$ cat config.mk
export PLATFORM = sky130hd
export DESIGN_NAME = rxfmt_top
export DESIGN_NICKNAME = d
export VERILOG_FILES = /design/src/rtl/rxfmt_pkg.sv /design/src/rtl/rxfmt_crc.sv /design/src/rtl/rxfmt_len.sv /design/src/rtl/rxfmt_ctrl.sv /design/src/rtl/rxfmt_top.sv
export SDC_FILE = /design/constraint.sdc
export NUM_CORES = 1
export LEC_CHECK = 0
export BUFFER_PORTS_ARGS = -buffer_cell sky130_fd_sc_hd__buf_2
export CAP_MARGIN = 20
export CORE_ASPECT_RATIO = 0.75
export CORE_MARGIN = 3
export CORE_UTILIZATION = 50
export CTS_CLUSTER_SIZE = 8
export DETAILED_ROUTE_END_ITERATION = 10
export PLACE_DENSITY = 0.78
export SLEW_MARGIN = 20
export SYNTH_ARGS = -nofsm -noshare
export SYNTH_HDL_FRONTEND = slang
export SYNTH_HIERARCHICAL = 1
export SYNTH_SLANG_ARGS = --single-unit
$ cat constraint.sdc
create_clock -name clk_i -period 5 [get_ports clk_i]
set_input_delay 0 -clock clk_i [delete_from_list [all_inputs] [get_ports clk_i]]
set_output_delay 0 -clock clk_i [all_outputs]
set_load 0.1 [all_outputs]
$ cat src/rtl/rxfmt_pkg.sv
package rxfmt_pkg;

  typedef enum logic [2:0] {
    S_IDLE, S_STRM, S_DROP, S_EVAL, S_PAD, S_CRC, S_TRL, S_HDR
  } rx_state_e;

  localparam logic [7:0]  TRL_ODD  = 8'h60;
  localparam logic [7:0]  TRL_EVEN = 8'h40;
  localparam logic [31:0] CRC_POLY = 32'hEDB88320;

  function automatic logic [31:0] crc_step(input logic [31:0] c, input logic [7:0] b);
    logic [31:0] r;
    r = c ^ {24'd0, b};
    for (int i = 0; i < 8; i++) r = r[0] ? ((r >> 1) ^ CRC_POLY) : (r >> 1);
    return r;
  endfunction

endpackage

$ cat src/rtl/rxfmt_crc.sv
module rxfmt_crc import rxfmt_pkg::*; (
  input  logic        clk_i,
  input  logic        rst_ni,
  input  logic        init_i,
  input  logic        en_i,
  input  logic [7:0]  byte_i,
  output logic [31:0] crc_o
);
  logic [31:0] crc_q, base;

  assign base = init_i ? '1 : crc_q;

  always_ff @(posedge clk_i or negedge rst_ni) begin
    if (!rst_ni)     crc_q <= '1;
    else if (en_i)   crc_q <= crc_step(base, byte_i);
    else if (init_i) crc_q <= '1;
  end

  assign crc_o = ~crc_q;

  // crc only moves on a counted byte
  assert_crc_hold_R6: assert property (@(posedge clk_i) disable iff (!rst_ni)
    (!en_i && !init_i) |=> $stable(crc_q));

endmodule

$ cat src/rtl/rxfmt_len.sv
module rxfmt_len #(
  parameter int unsigned LW         = 13,
  parameter int unsigned CW         = 14,
  parameter int unsigned MIN_FRAME  = 64,
  parameter int unsigned LONG_LIMIT = 1518,
  parameter int unsigned PAGE_BYTES = 2048,
  parameter int unsigned HDR_BYTES  = 4,
  parameter int unsigned CRC_BYTES  = 4,
  parameter int unsigned TRL_BYTES  = 2
) (
  input  logic          clk_i,
  input  logic          rst_ni,
  input  logic          clr_i,
  input  logic          inc_i,
  input  logic          keep_crc_i,
  output logic [LW-1:0] len_o,
  output logic [CW-1:0] data_bytes_o,
  output logic [CW-1:0] count_o,
  output logic          short_o,
  output logic          odd_o,
  output logic          long_o,
  output logic          too_big_o
);
  localparam logic [LW-1:0] LEN_MAX = '1;

  logic [LW-1:0] len_q;

  always_ff @(posedge clk_i or negedge rst_ni) begin
    if (!rst_ni)                        len_q <= '0;
    else if (clr_i)                     len_q <= inc_i ? LW'(1) : '0;
    else if (inc_i && len_q != LEN_MAX) len_q <= len_q + LW'(1);
  end

  assign len_o        = len_q;
  assign short_o      = len_q < LW'(MIN_FRAME);
  assign odd_o        = len_q[0];
  assign long_o       = len_q > LW'(LONG_LIMIT);
  assign data_bytes_o = short_o ? CW'(MIN_FRAME) : CW'({len_q[LW-1:1], 1'b0});
  assign count_o      = data_bytes_o + CW'(HDR_BYTES + TRL_BYTES)
                      + (keep_crc_i ? CW'(CRC_BYTES) : CW'(0));
  assign too_big_o    = count_o > CW'(PAGE_BYTES);

  // length counter saturates, never wraps
  assert_len_sat_R2: assert property (@(posedge clk_i) disable iff (!rst_ni)
    (len_q == LEN_MAX && !clr_i) |=> len_q == LEN_MAX);

endmodule

$ cat src/rtl/rxfmt_ctrl.sv
module rxfmt_ctrl import rxfmt_pkg::*; #(
  parameter int unsigned PAGE_BYTES = 2048,
  parameter int unsigned MIN_FRAME  = 64,
  parameter int unsigned HDR_BYTES  = 4,
  parameter int unsigned AW         = 11,
  parameter int unsigned PW         = 2,
  parameter int unsigned LW         = 13,
  parameter int unsigned CW         = 14
) (
  input  logic          clk_i,
  input  logic          rst_ni,
  input  logic          rx_enable_i,
  input  logic          soft_reset_i,
  input  logic          strip_crc_i,
  input  logic          page_vld_i,
  input  logic [PW-1:0] page_i,
  input  logic          frm_valid_i,
  input  logic [7:0]    frm_data_i,
  input  logic          frm_last_i,
  output logic          frm_ready_o,
  input  logic [LW-1:0] len_i,
  input  logic [CW-1:0] data_bytes_i,
  input  logic [CW-1:0] count_i,
  input  logic          short_i,
  input  logic          odd_i,
  input  logic          long_i,
  input  logic          too_big_i,
  input  logic [31:0]   crc_i,
  output logic          len_clr_o,
  output logic          len_inc_o,
  output logic          crc_init_o,
  output logic          crc_en_o,
  output logic [7:0]    crc_byte_o,
  output logic          keep_crc_o,
  output logic          ram_we_o,
  output logic [PW-1:0] ram_page_o,
  output logic [AW-1:0] ram_addr_o,
  output logic [7:0]    ram_wdata_o,
  output logic          push_o,
  output logic [PW-1:0] push_page_o,
  output logic          drop_o
);
  localparam logic [AW-1:0] PAD_END = AW'(HDR_BYTES + MIN_FRAME - 1);

  rx_state_e     state_q;
  logic [PW-1:0] page_q;
  logic [AW-1:0] a_q;
  logic [1:0]    k_q;
  logic [7:0]    last_q;
  logic          keep_q, push_q, drop_q;
  logic          beat, start_ok, in_rng, odd_long;
  logic [LW-1:0] stream_addr;
  logic [15:0]   cnt16;

  assign frm_ready_o = state_q inside {S_IDLE, S_STRM, S_DROP};
  assign beat        = frm_valid_i && frm_ready_o;
  assign start_ok    = rx_enable_i && !soft_reset_i && page_vld_i;
  assign stream_addr = LW'(HDR_BYTES) + len_i;
  assign in_rng      = stream_addr < LW'(PAGE_BYTES);
  assign odd_long    = odd_i && !short_i;
  assign cnt16       = 16'(count_i);

  always_comb begin
    ram_we_o    = 1'b0;
    ram_addr_o  = '0;
    ram_wdata_o = '0;
    len_clr_o   = 1'b0;
    len_inc_o   = 1'b0;
    crc_init_o  = 1'b0;
    crc_en_o    = 1'b0;
    crc_byte_o  = frm_data_i;
    ram_page_o  = (state_q == S_IDLE) ? page_i : page_q;
    unique case (state_q)
      S_IDLE: if (beat && start_ok) begin
        ram_we_o    = 1'b1;
        ram_addr_o  = AW'(HDR_BYTES);
        ram_wdata_o = frm_data_i;
        len_clr_o   = 1'b1;
        len_inc_o   = 1'b1;
        crc_init_o  = 1'b1;
        crc_en_o    = 1'b1;
      end
      S_STRM: if (beat) begin
        ram_we_o    = in_rng;
        ram_addr_o  = AW'(stream_addr);
        ram_wdata_o = frm_data_i;
        len_inc_o   = 1'b1;
        crc_en_o    = 1'b1;
      end
      S_PAD: begin
        ram_we_o   = 1'b1;
        ram_addr_o = a_q;
        crc_en_o   = 1'b1;
        crc_byte_o = 8'h00;
      end
      S_CRC: begin
        ram_we_o    = 1'b1;
        ram_addr_o  = a_q;
        ram_wdata_o = crc_i[8*k_q +: 8];
      end
      S_TRL: begin
        ram_we_o    = 1'b1;
        ram_addr_o  = a_q;
        ram_wdata_o = k_q[0] ? (odd_long ? TRL_ODD : TRL_EVEN)
                             : (odd_long ? last_q : 8'h00);
      end
      S_HDR: begin
        ram_we_o   = 1'b1;
        ram_addr_o = AW'(k_q);
        unique case (k_q)
          2'd0:    ram_wdata_o = 8'h00;
          2'd1:    ram_wdata_o = {3'b000, odd_i, long_i, 3'b000};
          2'd2:    ram_wdata_o = cnt16[7:0];
          default: ram_wdata_o = cnt16[15:8];
        endcase
      end
      default: ;
    endcase
  end

  always_ff @(posedge clk_i or negedge rst_ni) begin
    if (!rst_ni) begin
      state_q <= S_IDLE;
      page_q  <= '0;
      a_q     <= '0;
      k_q     <= '0;
      last_q  <= '0;
      keep_q  <= 1'b0;
      push_q  <= 1'b0;
      drop_q  <= 1'b0;
    end else begin
      push_q <= 1'b0;
      drop_q <= 1'b0;
      unique case (state_q)
        S_IDLE: if (beat) begin
          if (start_ok) begin
            page_q  <= page_i;
            keep_q  <= !strip_crc_i;
            last_q  <= frm_data_i;
            state_q <= frm_last_i ? S_EVAL : S_STRM;
          end else if (frm_last_i) begin
            drop_q <= 1'b1;
          end else begin
            state_q <= S_DROP;
          end
        end
        S_DROP: if (beat && frm_last_i) begin
          drop_q  <= 1'b1;
          state_q <= S_IDLE;
        end
        S_STRM: if (beat) begin
          last_q <= frm_data_i;
          if (frm_last_i) state_q <= S_EVAL;
        end
        S_EVAL: begin
          k_q <= '0;
          if (too_big_i) begin
            drop_q  <= 1'b1;
            state_q <= S_IDLE;
          end else if (short_i) begin
            a_q     <= AW'(HDR_BYTES) + AW'(len_i);
            state_q <= S_PAD;
          end else begin
            a_q     <= AW'(HDR_BYTES) + AW'(data_bytes_i);
            state_q <= keep_q ? S_CRC : S_TRL;
          end
        end
        S_PAD: begin
          a_q <= a_q + AW'(1);
          if (a_q == PAD_END) state_q <= keep_q ? S_CRC : S_TRL;
        end
        S_CRC: begin
          a_q <= a_q + AW'(1);
          k_q <= k_q + 2'd1;
          if (k_q == 2'd3) state_q <= S_TRL;
        end
        S_TRL: begin
          a_q <= a_q + AW'(1);
          k_q <= k_q + 2'd1;
          if (k_q == 2'd1) begin
            k_q     <= '0;
            state_q <= S_HDR;
          end
        end
        S_HDR: begin
          k_q <= k_q + 2'd1;
          if (k_q == 2'd3) begin
            push_q  <= 1'b1;
            state_q <= S_IDLE;
          end
        end
        default: state_q <= S_IDLE;
      endcase
    end
  end

  assign keep_crc_o  = keep_q;
  assign push_o      = push_q;
  assign push_page_o = page_q;
  assign drop_o      = drop_q;

  assert_no_write_drop_R1: assert property (@(posedge clk_i) disable iff (!rst_ni)
    (state_q == S_DROP) |-> !ram_we_o);

  assert_no_push_oversize_R3: assert property (@(posedge clk_i) disable iff (!rst_ni)
    push_q |-> !$past(too_big_i));

  assert_push_drop_excl_R8: assert property (@(posedge clk_i) disable iff (!rst_ni)
    !(push_q && drop_q));

  assert_push_once_R8: assert property (@(posedge clk_i) disable iff (!rst_ni)
    push_q |=> !push_q);

  assert_busy_after_last_R9: assert property (@(posedge clk_i) disable iff (!rst_ni)
    (state_q == S_STRM && beat && frm_last_i) |=> !frm_ready_o);

endmodule

$ cat src/rtl/rxfmt_top.sv
module rxfmt_top #(
  parameter int unsigned PAGE_BYTES = 2048,
  parameter int unsigned N_PAGES    = 4,
  parameter int unsigned MIN_FRAME  = 64,
  parameter int unsigned LONG_LIMIT = 1518,
  localparam int unsigned AW = $clog2(PAGE_BYTES),
  localparam int unsigned PW = $clog2(N_PAGES)
) (
  input  logic          clk_i,
  input  logic          rst_ni,
  input  logic          rx_enable_i,
  input  logic          soft_reset_i,
  input  logic          strip_crc_i,
  input  logic          page_vld_i,
  input  logic [PW-1:0] page_i,
  input  logic          frm_valid_i,
  input  logic [7:0]    frm_data_i,
  input  logic          frm_last_i,
  output logic          frm_ready_o,
  output logic          ram_we_o,
  output logic [PW-1:0] ram_page_o,
  output logic [AW-1:0] ram_addr_o,
  output logic [7:0]    ram_wdata_o,
  output logic          rxq_push_o,
  output logic [PW-1:0] rxq_page_o,
  output logic          rx_int_o,
  output logic          drop_o
);
  localparam int unsigned HDR_BYTES = 4;
  localparam int unsigned CRC_BYTES = 4;
  localparam int unsigned TRL_BYTES = 2;
  localparam int unsigned LW        = AW + 2;
  localparam int unsigned CW        = LW + 1;

  logic [LW-1:0] len;
  logic [CW-1:0] data_bytes, count;
  logic          short_f, odd_f, long_f, too_big;
  logic          len_clr, len_inc, keep_crc;
  logic          crc_init, crc_en;
  logic [7:0]    crc_byte;
  logic [31:0]   crc;
  logic          push;

  rxfmt_len #(
    .LW(LW), .CW(CW), .MIN_FRAME(MIN_FRAME), .LONG_LIMIT(LONG_LIMIT),
    .PAGE_BYTES(PAGE_BYTES), .HDR_BYTES(HDR_BYTES), .CRC_BYTES(CRC_BYTES),
    .TRL_BYTES(TRL_BYTES)
  ) u_len (
    .clk_i, .rst_ni,
    .clr_i(len_clr), .inc_i(len_inc), .keep_crc_i(keep_crc),
    .len_o(len), .data_bytes_o(data_bytes), .count_o(count),
    .short_o(short_f), .odd_o(odd_f), .long_o(long_f), .too_big_o(too_big)
  );

  rxfmt_crc u_crc (
    .clk_i, .rst_ni,
    .init_i(crc_init), .en_i(crc_en), .byte_i(crc_byte), .crc_o(crc)
  );

  rxfmt_ctrl #(
    .PAGE_BYTES(PAGE_BYTES), .MIN_FRAME(MIN_FRAME), .HDR_BYTES(HDR_BYTES),
    .AW(AW), .PW(PW), .LW(LW), .CW(CW)
  ) u_ctrl (
    .clk_i, .rst_ni,
    .rx_enable_i, .soft_reset_i, .strip_crc_i, .page_vld_i, .page_i,
    .frm_valid_i, .frm_data_i, .frm_last_i, .frm_ready_o,
    .len_i(len), .data_bytes_i(data_bytes), .count_i(count),
    .short_i(short_f), .odd_i(odd_f), .long_i(long_f), .too_big_i(too_big),
    .crc_i(crc),
    .len_clr_o(len_clr), .len_inc_o(len_inc),
    .crc_init_o(crc_init), .crc_en_o(crc_en), .crc_byte_o(crc_byte),
    .keep_crc_o(keep_crc),
    .ram_we_o, .ram_page_o, .ram_addr_o, .ram_wdata_o,
    .push_o(push), .push_page_o(rxq_page_o), .drop_o
  );

  assign rxq_push_o = push;
  assign rx_int_o   = push;

endmodule

==> impl_results.rst <==
.. list-table::
   :header-rows: 1

   * - Metric
     - Value
   * - Hold Path End
     - u_ctrl/drop_o$_DFF_PN0_
   * - Element type at the critical path end
     - flip-flop
   * - Die Height
     - between 100 and 150 microns
   * - # Post-CTS Setup Buffers
     - 0
   * - R2r endpoint
     - u_ctrl/a_q[7]$_DFFE_PN0P_
   * - Final hold slack
     - between 0.015 and 0.02 ns
   * - Clock transition at path regs
     - roughly 0.06 ns
   * - Setup slack after layout
     - 0.3799 ns
   * - TritonCTS clock tree
     - built
   * - Count of placed standard cells including taps
     - approximately 960
   * - Worst-margin pin slew
     - 0.9583 ns
   * - Area growth, synth to finish
     - 8.938%
   * - Area of the mapped netlist
     - roughly 0.0069 sq mm
   * - Number of I/O port buffers
     - 45
   * - Highest layer used for signal routing
     - met4
   * - Setup clock skew after layout
     - 0.004420 ns
   * - DR WL met3
     - around 1900 microns
   * - Outcome
     - complete, no violations
   * - Cell Pwr Density
     - 840.5 mW/mm^2
   * - Slew Limit Headroom
     - roughly 36%
   * - Num CTS Buffers
     - 9
   * - Hold_sp
     - frm_valid_i
   * - Area inside the core boundary
     - ~0.013 sq mm
   * - Number of failing hold endpoints at the final stage
     - 0
   * - FF/Latch Area
     - 0.001892 sq mm
   * - Post-route DRC
     - 0
   * - Multi-input gate area in the final layout
     - between 0.004 and 0.005 sq mm
   * - Routed length on met2
     - 7876 microns
   * - Total inserted antenna cells
     - 0
   * - Worst hold-check path type
     - in -> reg
   * - Total Power
     - around 6.3 mW
   * - Register-to-Register Setup Slack
     - 0.38 ns
   * - Wire length of the first global-routing pass
     - 30440 microns
   * - Final Wtd Congestion
     - just over 0.9
   * - Ratio of final minimum period to clock period
     - between 90% and 100%
   * - Unrepaired setup endpoints after global routing
     - no
   * - Row count
     - 36
   * - Die Area
     - around 0.015 sq mm
   * - Total routing usage reported by global routing
     - 25.26%
   * - Warning count from the yosys run
     - 6
   * - Kind of start point of the critical path
     - flip-flop
   * - Post-layout instance count excluding filler cells
     - 993
   * - Crit Reg-Reg Startpoint
     - u_len/len_o[10]$_DFFE_PN0P_
   * - Fill count
     - ~1200
   * - Maximum number of pins on one net before global-route repair
     - 75
   * - Average wire per standard cell
     - between 15 and 20 microns
   * - Initial core utilization
     - about 52%
   * - R2R depth
     - 16
   * - Data required time at the worst endpoint
     - 5.26 ns
   * - IR drop worst, VDD
     - 0.4746 mV
   * - Placed wire-length estimate after detailed placement
     - 13480 microns
   * - Total length of routed wires
     - around 19000 microns
   * - Instance area after placement
     - roughly 0.0071 sq mm
   * - Final core utilization
     - 56.81%
   * - Antenna violation net count after detailed routing
     - 0
   * - Worst-case setup slack after placement
     - roughly 0.47 ns
   * - # H-tree levels
     - 3
   * - Number of cells on the worst hold path
     - 3
   * - Layout net count
     - roughly 850
   * - Insertion delay to the later sink of the worst-skew pair
     - 0.34 ns
   * - Fraction of layout cells with a size suffix above 1
     - a little under a fifth
   * - Number of global-route vias before repair
     - between 5000 and 6000
   * - Accumulated negative setup slack
     - 0 ns
   * - Period minus WS final
     - approximately 4.6 ns
   * - Arrival time at the worst endpoint
     - 4.88 ns
   * - Via/cell ratio
     - approximately 6
   * - Leakage power summed over all cells
     - roughly 3.4 nW
   * - Total number of vias
     - just over 6000
   * - Sinks on the clock net
     - 74
   * - Cells after Synth
     - about 800
   * - Highest clock frequency the design can meet
     - 216.4 MHz
   * - Final Max Tran Viols
     - 0
   * - Final Cell Area
     - 0.007548 sq mm
   * - Category of the critical setup timing path
     - reg -> reg
   * - Routed metal-1 wirelength
     - ~8800 microns
   * - Final setup vio count
     - 0
   * - Horiz. Die Dim
     - around 140 microns
   * - Max Buffers Root-to-Sink
     - 2
   * - Antenna violations before repair
     - 0
   * - Global route total overflow
     - 0
   * - Crit path max fanout
     - 11
   * - Clk root buf
     - sky130_fd_sc_hd__clkbuf_16
   * - Maxcap violations
     - 0
   * - Avg Cell Area, Syn
     - 8.640 sq um
   * - I/O Pins
     - 46
   * - Iteration count of the initial detailed-routing pass
     - 6
   * - DRC violation total after the first TritonRoute iteration
     - 828
[report_power, final]
part	internal, mW	total, mW	leakage [nW]	switching (mW)
clock	0.465	0.733	0.163	0.268
combinational	1.90	4.30	2.40	2.40
sequential	0.949	1.31	0.875	0.363
[area by class of cell]
| class | count | area share (%) |
|---|---|---|
| Clock inverter | 4 | 0.9780 |
| Timing Repair Buffer | 69 | 5.835 |
| Sequential cell | 74 | 25.06 |
| Multi-Input combinational cell | 610 | 59.26 |
| Inverter | 53 | 2.636 |
| Clock buffer | 12 | 3.398 |
| Tap cell | 171 | 2.834 |
[worst max-delay path by stage]
stage	endpoint	from	slack, ns
global route	u_ctrl/a_q[2]$_DFFE_PN0P_	u_len/len_o[10]$_DFFE_PN0P_	0.17
CTS	u_ctrl/a_q[7]$_DFFE_PN0P_	u_len/len_o[10]$_DFFE_PN0P_	0.43
global placement	u_ctrl/a_q[2]$_DFFE_PN0P_	u_len/len_o[10]$_DFFE_PN0P_	0.63
detailed placement	u_ctrl/a_q[2]$_DFFE_PN0P_	u_len/len_o[10]$_DFFE_PN0P_	0.47
finish	u_ctrl/a_q[7]$_DFFE_PN0P_	u_len/len_o[10]$_DFFE_PN0P_	0.38
floorplan	ram_wdata_o[6]	u_len/len_o[10]$_DFFE_PN0P_	0.47
[layer usage]
layer,vias up,global-route usage [%]
met1,2893,38.65
met5,-,0
li1,2857,-
met3,31,5.747
met4,0,6.644
met2,304,35.89
[registers in the layout (all words and copies together) (netlist names)]
register            cells
u_ctrl/keep_crc_o       1
u_ctrl/push_o           1
u_ctrl/push_page_o      2
u_ctrl/last_q           8
u_ctrl/state_q          3
u_len/len_o            13
u_ctrl/a_q             11
u_ctrl/drop_o           1
u_ctrl/k_q              2
u_crc/crc_q            32
[cell usage in the layout (no fill, tap or decap), drive strengths merged, types with 10 or more instances in the layout]
cell type    instances
dfstp               32
dlygate4sd3         13
a31oi               15
clkbuf              12
xnor3               16
buf                 56
nor3                32
a21oi               37
nand3               23
and2                17
ha                  10
nand2               83
inv                 52
and3                10
xor2                27
nor2                69
o21ai               43
dfrtp               42
o211ai              11
mux2                10
xnor2               48
[repair_timing]
action                    in CTS  in global routing
resized for setup              0                  0
hold endpoints to repair      54                  0
hold buffers                  13                  0
[worst max-delay path, stage by stage, from the launching register on]
cell                        delay, ns
sky130_fd_sc_hd__dfrtp_1         0.37
sky130_fd_sc_hd__or4_4           0.53
sky130_fd_sc_hd__or4_4           0.49
sky130_fd_sc_hd__nand2_1         0.12
sky130_fd_sc_hd__ha_1            0.13
sky130_fd_sc_hd__inv_1           0.04
sky130_fd_sc_hd__ha_1            0.20
sky130_fd_sc_hd__fa_1            0.50
sky130_fd_sc_hd__nand3_1         0.26
sky130_fd_sc_hd__xor2_1          0.22
sky130_fd_sc_hd__o2111ai_1       0.14
sky130_fd_sc_hd__a211o_1         0.24
sky130_fd_sc_hd__o2bb2ai_1       0.25
sky130_fd_sc_hd__and4bb_2        0.54
sky130_fd_sc_hd__nand2_1         0.12
sky130_fd_sc_hd__o22a_1          0.27
sky130_fd_sc_hd__o211ai_1        0.09
Power figures use the tool's default switching activity.
